$ cat config.mk
export PLATFORM = sky130hd
export DESIGN_NAME = asram_ctl
export DESIGN_NICKNAME = d
export VERILOG_FILES = /design/src/rtl/asram_pkg.sv /design/src/rtl/asram_timer.sv /design/src/rtl/asram_seq.sv /design/src/rtl/asram_lane.sv /design/src/rtl/asram_ctl.sv
export SDC_FILE = /design/constraint.sdc
export NUM_CORES = 1
export LEC_CHECK = 0
export BUFFER_PORTS_ARGS = -buffer_cell sky130_fd_sc_hd__buf_4
export CORE_MARGIN = 3
export CORE_UTILIZATION = 45
export CTS_CLUSTER_SIZE = 16
export DETAILED_ROUTE_END_ITERATION = 10
export GPL_TIMING_DRIVEN = 0
export PLACE_DENSITY_LB_ADDON = 0.08
export SETUP_SLACK_MARGIN = 0.02
export SLEW_MARGIN = 40
export SYNTH_ARGS = -nofsm -noshare
export SYNTH_HDL_FRONTEND = slang
export SYNTH_HIERARCHICAL = 1
export SYNTH_SLANG_ARGS = --single-unit
$ cat constraint.sdc
create_clock -name clk -period 2.2 [get_ports clk]
set_input_delay 0.22 -clock clk [delete_from_list [all_inputs] [get_ports clk]]
set_output_delay 0.22 -clock clk [all_outputs]
set_load 0.02 [all_outputs]
$ cat src/rtl/asram_pkg.sv
// Shared types for the asynchronous SRAM controller.
// Assumes a 16-bit memory split into two 8-bit lanes.
package asram_pkg;

    localparam int BYTE_W = 8;
    localparam int DATA_W = 16;
    localparam int LANES  = DATA_W / BYTE_W;

    typedef enum logic [2:0] {
        ST_IDLE,
        ST_READ_WAIT,
        ST_READ_CAPTURE,
        ST_WRITE_SETUP,
        ST_WRITE_PULSE,
        ST_TURNAROUND
    } asram_state_e;

endpackage

$ cat src/rtl/asram_timer.sv
// Phase down-counter. A load sets the count, the count then
// decreases once per cycle, and expired is high at zero.
// Assumes the loader never loads while the count is still running.
module asram_timer #(
    parameter int CNT_W = 2
) (
    input  logic             clk,
    input  logic             rst_n,
    input  logic             load,
    input  logic [CNT_W-1:0] load_val,
    output logic             expired
);

    logic [CNT_W-1:0] cnt_q;

    // Load or count down toward zero.
    always_ff @(posedge clk) begin
        if (!rst_n) begin
            cnt_q <= '0;
        end else if (load) begin
            cnt_q <= load_val;
        end else if (cnt_q != '0) begin
            cnt_q <= cnt_q - 1'b1;
        end
    end

    // Zero marks the last cycle of the phase.
    always_comb begin
        expired = (cnt_q == '0);
    end

endmodule

$ cat src/rtl/asram_seq.sv
// Access sequencer. Walks the phases of one read or one write and
// loads the phase timer with each phase's length minus one.
// Assumes RD_WAIT, WR_PULSE and TURN are each at least 1.
module asram_seq
    import asram_pkg::*;
#(
    parameter int RD_WAIT  = 3,
    parameter int WR_PULSE = 3,
    parameter int TURN     = 1,
    parameter int CNT_W    = 2
) (
    input  logic             clk,
    input  logic             rst_n,
    input  logic             req_valid,
    input  logic             req_write,
    input  logic             tmr_expired,
    output asram_state_e     state,
    output logic             tmr_load,
    output logic [CNT_W-1:0] tmr_val,
    output logic             accept,
    output logic             capture
);

    localparam logic [CNT_W-1:0] RD_LD = CNT_W'(RD_WAIT - 1);
    localparam logic [CNT_W-1:0] WP_LD = CNT_W'(WR_PULSE - 1);
    localparam logic [CNT_W-1:0] TA_LD = CNT_W'(TURN - 1);

    asram_state_e state_q;
    asram_state_e state_d;

    // Pick the next phase and the timer value for it.
    always_comb begin
        state_d  = state_q;
        tmr_load = 1'b0;
        tmr_val  = '0;
        unique case (state_q)
            ST_IDLE: begin
                if (req_valid) begin
                    if (req_write) begin
                        state_d = ST_WRITE_SETUP;
                    end else begin
                        state_d  = ST_READ_WAIT;
                        tmr_load = 1'b1;
                        tmr_val  = RD_LD;
                    end
                end
            end
            ST_READ_WAIT: begin
                if (tmr_expired) begin
                    state_d = ST_READ_CAPTURE;
                end
            end
            ST_READ_CAPTURE: begin
                state_d  = ST_TURNAROUND;
                tmr_load = 1'b1;
                tmr_val  = TA_LD;
            end
            ST_WRITE_SETUP: begin
                state_d  = ST_WRITE_PULSE;
                tmr_load = 1'b1;
                tmr_val  = WP_LD;
            end
            ST_WRITE_PULSE: begin
                if (tmr_expired) begin
                    state_d  = ST_TURNAROUND;
                    tmr_load = 1'b1;
                    tmr_val  = TA_LD;
                end
            end
            ST_TURNAROUND: begin
                if (tmr_expired) begin
                    state_d = ST_IDLE;
                end
            end
            default: state_d = ST_IDLE;
        endcase
    end

    // State register.
    always_ff @(posedge clk) begin
        if (!rst_n) begin
            state_q <= ST_IDLE;
        end else begin
            state_q <= state_d;
        end
    end

    // Handshake and sample strobes derived from the current phase.
    always_comb begin
        state   = state_q;
        accept  = (state_q == ST_IDLE) && req_valid;
        capture = (state_q == ST_READ_WAIT) && tmr_expired;
    end

endmodule

$ cat src/rtl/asram_lane.sv
// One byte lane: decodes its active-low enable and holds the byte
// sampled from the bus at the end of a read.
// Assumes capture is a single-cycle strobe.
module asram_lane #(
    parameter int W = 8
) (
    input  logic         clk,
    input  logic         rst_n,
    input  logic         active,
    input  logic         lane_en,
    input  logic         capture,
    input  logic [W-1:0] dq_in,
    output logic         be_n,
    output logic [W-1:0] rdata
);

    logic [W-1:0] rdata_q;

    // The lane is enabled only during an access whose mask selects it.
    always_comb begin
        be_n  = !(active && lane_en);
        rdata = rdata_q;
    end

    // Sample the bus byte, or zero when the lane is not enabled.
    always_ff @(posedge clk) begin
        if (!rst_n) begin
            rdata_q <= '0;
        end else if (capture) begin
            rdata_q <= lane_en ? dq_in : '0;
        end
    end

endmodule

$ cat src/rtl/asram_ctl.sv
// Controller for an external asynchronous static RAM with two byte
// lanes. Takes one host request at a time and plays out the memory
// strobes over cycle counts set by parameters.
// Assumes RD_WAIT, WR_PULSE and TURN are at least 1 and that the
// clock period times each count meets the memory's timing.
module asram_ctl
    import asram_pkg::*;
#(
    parameter int ADDR_W   = 16,
    parameter int RD_WAIT  = 3,
    parameter int WR_PULSE = 3,
    parameter int TURN     = 1
) (
    input  logic              clk,
    input  logic              rst_n,
    input  logic              req_valid,
    output logic              req_ready,
    input  logic              req_write,
    input  logic [ADDR_W-1:0] req_addr,
    input  logic [15:0]       req_wdata,
    input  logic [1:0]        req_bmask,
    output logic              rsp_valid,
    output logic [15:0]       rsp_rdata,
    output logic [ADDR_W-1:0] mem_addr,
    output logic              mem_cs_n,
    output logic              mem_we_n,
    output logic              mem_oe_n,
    output logic              mem_lb_n,
    output logic              mem_ub_n,
    output logic [15:0]       mem_dq_out,
    output logic              mem_dq_oe,
    input  logic [15:0]       mem_dq_in
);

    localparam int MAX_A = (RD_WAIT > WR_PULSE) ? RD_WAIT : WR_PULSE;
    localparam int MAX_C = (MAX_A > TURN) ? MAX_A : TURN;
    localparam int CNT_W = $clog2(MAX_C + 1);

    asram_state_e      state;
    logic              tmr_load;
    logic [CNT_W-1:0]  tmr_val;
    logic              tmr_expired;
    logic              accept;
    logic              capture;
    logic              active;
    logic              rsp_valid_q;
    logic [ADDR_W-1:0] addr_q;
    logic [DATA_W-1:0] wdata_q;
    logic [LANES-1:0]  mask_q;
    logic [LANES-1:0]  be_n;

    asram_seq #(
        .RD_WAIT (RD_WAIT),
        .WR_PULSE(WR_PULSE),
        .TURN    (TURN),
        .CNT_W   (CNT_W)
    ) u_seq (
        .clk        (clk),
        .rst_n      (rst_n),
        .req_valid  (req_valid),
        .req_write  (req_write),
        .tmr_expired(tmr_expired),
        .state      (state),
        .tmr_load   (tmr_load),
        .tmr_val    (tmr_val),
        .accept     (accept),
        .capture    (capture)
    );

    asram_timer #(
        .CNT_W(CNT_W)
    ) u_timer (
        .clk     (clk),
        .rst_n   (rst_n),
        .load    (tmr_load),
        .load_val(tmr_val),
        .expired (tmr_expired)
    );

    // Hold the request fields for the whole access.
    always_ff @(posedge clk) begin
        if (!rst_n) begin
            addr_q  <= '0;
            wdata_q <= '0;
            mask_q  <= '0;
        end else if (accept) begin
            addr_q  <= req_addr;
            wdata_q <= req_wdata;
            mask_q  <= req_bmask;
        end
    end

    // The read-valid strobe follows the sample edge by one register.
    always_ff @(posedge clk) begin
        if (!rst_n) begin
            rsp_valid_q <= 1'b0;
        end else begin
            rsp_valid_q <= capture;
        end
    end

    // Chip select covers the read wait and the whole write.
    always_comb begin
        active = (state == ST_READ_WAIT) || (state == ST_WRITE_SETUP) ||
                 (state == ST_WRITE_PULSE);
    end

    for (genvar g = 0; g < LANES; g++) begin : g_lane
        asram_lane #(
            .W(BYTE_W)
        ) u_lane (
            .clk    (clk),
            .rst_n  (rst_n),
            .active (active),
            .lane_en(mask_q[g]),
            .capture(capture),
            .dq_in  (mem_dq_in[g*BYTE_W +: BYTE_W]),
            .be_n   (be_n[g]),
            .rdata  (rsp_rdata[g*BYTE_W +: BYTE_W])
        );
    end

    // Memory strobes, decoded from the registered phase.
    always_comb begin
        req_ready  = (state == ST_IDLE);
        rsp_valid  = rsp_valid_q;
        mem_addr   = addr_q;
        mem_cs_n   = !active;
        mem_oe_n   = !(state == ST_READ_WAIT);
        mem_we_n   = !(state == ST_WRITE_PULSE);
        mem_lb_n   = be_n[0];
        mem_ub_n   = be_n[LANES-1];
        mem_dq_out = wdata_q;
        mem_dq_oe  = (state == ST_WRITE_PULSE) && (|mask_q);
    end

endmodule

# [After elaboration in Yosys (flattened, before gate mapping)]
# Cells that the tools add are included.
[op_classes] add_sub_neg=1 n_mux=17 eq_ne=9 reduce_logical=19
[ops] operator="one-hot mux 3 bit (6 select lines)" n=1
[ops] operator="2-to-1 mux 8 bit" n=2
[ops] operator="2-to-1 mux 3 bit" n=4
[ops] operator="2-to-1 mux 2 bit" n=5
[ops] operator="== test 3 x 2 -> 1 bit, second input constant" n=2
[ops] operator="== test 3 bit, second input constant" n=2
[ops] operator="inequality test 2 x 1 -> 1 bit, second input constant" n=3
[ops] operator="logical AND 1 bit" n=5
[ops] operator="logical NOT 1 bit" n=5
[ops] operator="one-hot mux 2 bit (2 select lines)" n=1
[ops] operator="AND reduction 4 bit" n=1
[ops] operator="nonzero test 2 bit" n=2
[ops] operator="OR reduction 2 bit" n=2
[ops] operator="== test 3 x 1 -> 1 bit, second input constant" n=1
[ops] operator="logical NOT 3 bit" n=1
[ops] operator="2-to-1 mux 1 bit" n=3
[ops] operator="one-hot mux 1 bit (3 select lines)" n=1
[ops] operator="logical NOT 2 bit" n=1
[ops] operator="logical OR 1 bit" n=2
[ops] operator="inequality test 2 bit, second input constant" n=1
[ops] operator="subtractor 2 x 1 -> 2 bit, second input constant" n=1
[totals] output_inout_bits=56 elab_cells=54 regBits=56 in_bits=54

# [Depth between registers and ports, before layout]
[logic_depth] ltp_word=5 ltp_mapped=7 depth_no_buf=6

# [By module]
# Netlist, hierarchy kept.
[modules_own_cells] mod="asram_ctl" cells_per_inst=119 seq_area_each_um2=700.7 area_per_inst_um2=1362.6 n_inst=1
[modules_own_cells] mod="asram_lane" cells_per_inst=36 seq_area_each_um2=160.2 area_per_inst_um2=340.3 n_inst=2
[modules_own_cells] mod="asram_seq" cells_per_inst=29 seq_area_each_um2=60.1 area_per_inst_um2=215.2 n_inst=1
[modules_own_cells] mod="asram_timer" cells_per_inst=13 seq_area_each_um2=40.0 area_per_inst_um2=123.9 n_inst=1

# [Worst setup path after synthesis]
# Ideal clock, no wire load.
[synth_path] path_kind="reg2reg" startpoint="reg u_timer.cnt_q[0]" endpoint="reg g_lane[0].u_lane.rdata_q[2]" stages_incl_launch_ff=8 t_required_ps=2086 setup_slack_ps=419 arrival_time_ps=1668 period_less_slack_ps=1781 setup_time_ps=114 n_path_buf=1 path_cell_list="dfxtp_1 inv_1 ha_1 nand2_1 nor3_1 buf_6 nand3b_1 nand2_1"
[synth_via] elab_chain_len=2
[synth_rtl] item="from (decl)" line_no="asram_timer.sv:14" source="logic [CNT_W-1:0] cnt_q;"
[synth_rtl] item="from (signal assigned)" line_no="asram_timer.sv:21" source="cnt_q <= load_val;"
[synth_rtl] item="from (signal assigned)" line_no="asram_timer.sv:23" source="cnt_q <= cnt_q - 1'b1;"
[synth_rtl] item="logical NOT 2 bit" line_no="asram_timer.sv:29" source="expired = (cnt_q == '0);"
[synth_rtl] item="via tmr_expired" line_no="asram_ctl.sv:42" source="logic tmr_expired;"
[synth_rtl] item="logical AND 1 bit" line_no="asram_seq.sv:92" source="capture = (state_q == ST_READ_WAIT) && tmr_expired;"
[synth_rtl] item="via capture" line_no="asram_ctl.sv:44" source="logic capture;"
[synth_rtl] item="to (signal assigned)" line_no="asram_lane.sv:30" source="rdata_q <= lane_en ? dq_in : '0;"
[synth_rtl] item="to (decl)" line_no="asram_lane.sv:17" source="logic [W-1:0] rdata_q;"
# The timed path passes the listed nets, and every way through them passes these cells.
# A chain may end at the register's enable or synchronous reset.

# [Worst setup path after layout]
[layout_path] startpoint="reg u_seq.state_q[0] (netlist: u_seq/state[0])" endpoint="out mem_ub_n"
[layout_via] elab_chain_len=5 elab_cells_between_ends=7 cone_classes="eq/ne (3); reduce/logical (4)"
[layout_rtl] item="from (decl)" line_no="asram_seq.sv:28" source="asram_state_e state_q;"
[layout_rtl] item="from (signal assigned)" line_no="asram_seq.sv:84" source="state_q <= state_d;"
[layout_rtl] item="== test 3 x 1 -> 1 bit or == test 3 x 2 -> 1 bit (tied branches)" line_no="asram_ctl.sv:104" source="active = (state == ST_READ_WAIT) || (state == ST_WRITE_SETUP) ||"
[layout_rtl] item="logical OR 1 bit" line_no="asram_ctl.sv:104"
[layout_rtl] item="logical OR 1 bit (*)" line_no="asram_ctl.sv:104"
[layout_rtl] item="via active" line_no="asram_ctl.sv:45" source="logic active;"
[layout_rtl] item="logical AND 1 bit (*)" line_no="asram_lane.sv:21" source="be_n = !(active && lane_en);"
[layout_rtl] item="logical NOT 1 bit (*)" line_no="asram_lane.sv:21"
[layout_rtl] item="to (decl)" line_no="asram_ctl.sv:29" source="output logic mem_ub_n,"
# Mark *: on every way through the listed nets, which the timed path passes. The rest lies on a longest branch.

==> impl_results.md <==
- Row count: 25
- Leakage: around 1.6 nW
- Final ANT Viol Nets: 0
- Reg2reg path depth: 7
- Antenna Cells: 0
- Post-Syn Area: 2382 um2
- Hold path startpoint: mem_dq_in[8]
- Synth async-reset ratio: 0%
- Core area: about 5000 um2
- Synth cell count leaders: 56 x dfxtp_1, 35 x mux2i_1, 35 x nor2b_1, 20 x nand2_1, 18 x nand3b_1
- Setup slack after layout: 0.4034 ns
- Peak per-stage delay on the critical path: 0.43 ns
- Syn_area_per_cell: 10.22 um2
- Worst Path Arrival: between 1.5 and 2 ns
- Worst hold-check path type: in2reg
- Layout cell share with drive strength beyond 1: around two fifths
- Cts repair resizes: 0
- Die X-Extent: approximately 79 um
- Area share of the largest cell type after synthesis: a little under half
- Tmin final: approximately 1.8 ns
- Synth Warn #: 6
- Setup Skew: 0.007816 ns
- Vias: roughly 2,000
- Post-CTS setup buffer count: 0
- Worst skew pair latency: 0.30 ns
- CP max-delay cell: or3b_4
- Startpoint types: flip-flop
- Overall routing resource usage: between 10% and 20%
- Finished Cell Area: between 3000 and 4000 um2
- Total Nets Final: approximately 400
- Number of flops mapped to enable cells by yosys: 0
- I/O Buffers: roughly 110
- Synth Net Count: between 200 and 300
- Register bit total from synthesis: 56
- Area Overhead vs Synth: 42.12%
- Mapped Cells: roughly 230
- Max-slew violations: 0
- CP Data Required Time: about 2.0 ns
- Starting Density: between 40% and 50%
- Count leader, synth: dfxtp_1
- Power Density: slightly below 900 nW/um2
- CTS root buffer: clkbuf_8
- Worst-path cell chain: or3b_4 -> o21ai_0 -> nand2_1 -> buf_4
- Max-capacitance violation count: 0
- Max-slew headroom at the worst pin: between 60% and 70%
- GP Congestion: about 0.77
- H-tree Lvls: 2
- Placed instance area: 3289 um2
- Num CTS Buffers: 5
- Status: finished, final reports clean
- Crit path buffers/inverters: 1
- Clock buffer depth: 2
- Drt wl/cell: about 13 um
- Top cells by area, synth: dfxtp_1 47%, mux2i_1 15%, nor2b_1 9.2%
- CTS tree: yes
- Io pins: between 100 and 150
- R2r setup slk: 0.49 ns
- Top delay family on crit path: simple AND/OR/NAND/NOR gates
- Setup TNS: 0 ns
- RSZ-0062 raised after global routing: false
- Drt first pass iters: 4
- Die Y-Extent: 78.76 um
- Crit path capture type: output port
- Clock-pin slew on the worst setup and hold paths: about 0.09 ns
- WHS Path Cells: 3
- Cts hold-fix bufs: 0
- Worst Hold Path EP: g_lane[1].u_lane/rdata[0]$_SDFFE_PN0P_
- Setup CP Type: reg2out
- Overflow after GRT: 0
- DP Worst Slack: roughly 0.33 ns
- Largest net degree at the start of global routing: 29
- Iter 0 DRT Violations: 92
- Fin. Hold Viols: 0
- Worst-Margin Slew: approximately 0.5 ns
- Fmax: between 0.5 and 0.6 GHz
- Drt via density: between 4 and 5
- Die ar.: a little over 6000 um2
- Setup violations, final: 0
- Peak VDD IR: 499.4 uV
- Fin crit share: about four fifths
- Initial antenna violation count: 0
- DRC Markers: 0
- Synth Flop Type: dfxtp_1
- Critical Path Fanout Max: 11
- R2R Path Start: u_timer/cnt_q[0]$_SDFFE_PN0P_
- First-pass GRT wire length: about 8700 um
- Layout Utilization: between 60 and 70%
- Register area share after synthesis: between 40% and 50%
- Synth cell types: 34
- Post-Route WL: 5387 um
- Vias in the first global route: between 1,500 and 2,000
- Clock sink count: between 50 and 60
- RR Endpoint: g_lane[1].u_lane/rdata[2]$_SDFFE_PN0P_
- Area leader, netlist: dfxtp_1
- Dpl hpwl: 4001 um
## cell usage in the layout (no fill, tap or decap), drive strengths merged
master	netlist	routed
nor3	2	2
inv	4	4
a21boi	1	1
ha	1	1
nand2b	2	2
nand3	3	3
nand3b	18	18
a21oi	1	1
and2	1	1
buf	11	120
nand2	20	20
nor3b	1	1
nor2	7	7
or3b	2	2
o21ai	4	4
o21a	1	1
or3	1	1
nor2b	35	35
xor2	1	1
clkbuf	5	13
nand4	16	16
and2b	1	1
nor4b	1	1
o31ai	1	1
conb	1	1
a31oi	1	1
mux2i	35	35
dfxtp	56	56
## worst max path at each step
stage | cells past startpoint | startpoint | endpoint | slack (ns)
finish | 4 | u_seq/state[0]$_SDFFE_PN0P_ | mem_ub_n | 0.40
global route | 4 | u_seq/state[2]$_SDFFE_PN0P_ | mem_ub_n | 0.29
CTS | 7 | u_timer/cnt_q[0]$_SDFFE_PN0P_ | g_lane[1].u_lane/rdata[3]$_SDFFE_PN0P_ | 0.28
detailed placement | 7 | u_timer/cnt_q[0]$_SDFFE_PN0P_ | g_lane[1].u_lane/rdata[3]$_SDFFE_PN0P_ | 0.33
global placement | 7 | u_timer/cnt_q[0]$_SDFFE_PN0P_ | g_lane[1].u_lane/rdata[3]$_SDFFE_PN0P_ | -0.11
floorplan | 7 | u_timer/cnt_q[0]$_SDFFE_PN0P_ | g_lane[0].u_lane/rdata[2]$_SDFFE_PN0P_ | 0.42
## area by class of cell
cell class              instances  area (um2)
multi-input cells             157        1106
fillers                       411        1525
flip-flops and latches         56        1121
repair buffers                109       818.3
inverters                       4       15.01
plain buffers                  16       151.4
well taps                      67       83.83
clock buffers                   8       90.09
## registers in the layout (all words and copies together) (netlist names)
| name | flops |
|---|---|
| rsp_valid | 1 |
| g_lane.u_lane/rdata | 16 |
| mem_addr | 16 |
| u_seq/state | 3 |
| u_timer/cnt_q | 2 |
| mask_q | 2 |
| mem_dq_out | 16 |
## stage by stage
stage	instances	power [W]	hold slack, ns
2_1_floorplan	233	0.002044	0.3293
3_3_place_gp	409	0.002425	0.4555
3_5_place_dp	409	0.002442	0.4662
4_1_cts	417	0.003007	0.1474
5_1_grt	417	0.003175	0.1388
6_report	417	0.002978	0.1535
## worst register-to-register path, delay by kind of cell, from the launching register on
kind | cells | cell delay [ns]
adder cells (fa/ha/maj) | 1 | 0.26
AND/OR/NAND/NOR | 4 | 0.76
buffers and inverters | 2 | 0.26
flip-flops | 1 | 0.33
## layer usage
layer	wire [um]	vias to the layer above	part of all wire, %	GRT usage (%)
met2	2559	69	48	28.18
li1	-	1030	-	-
met3	355	13	6.6	3.741
met4	132	0	2.5	8.042
met1	2340	888	43	22.65
met5	0	-	0	0
## power by group
part           total (W)  internal [W]  switching (W)
Combinational    0.00119      0.000594       0.000592
Clock           0.000558      0.000257       0.000300
Sequential       0.00123       0.00115      0.0000859
Total            0.00298       0.00200       0.000979
## kinds of logic after synthesis
family | Yosys count | share of synthesized area, %
fa+ha+maj | 1 | 0.5251
mux | 35 | 14.71
compound gates | 9 | 2.468
buf+inv | 20 | 6.985
xor+xnor | 1 | 0.3677
flops | 56 | 47.06
other cells | 1 | 0.1574
simple gates | 110 | 27.73
Power figures use the tool's default switching activity.
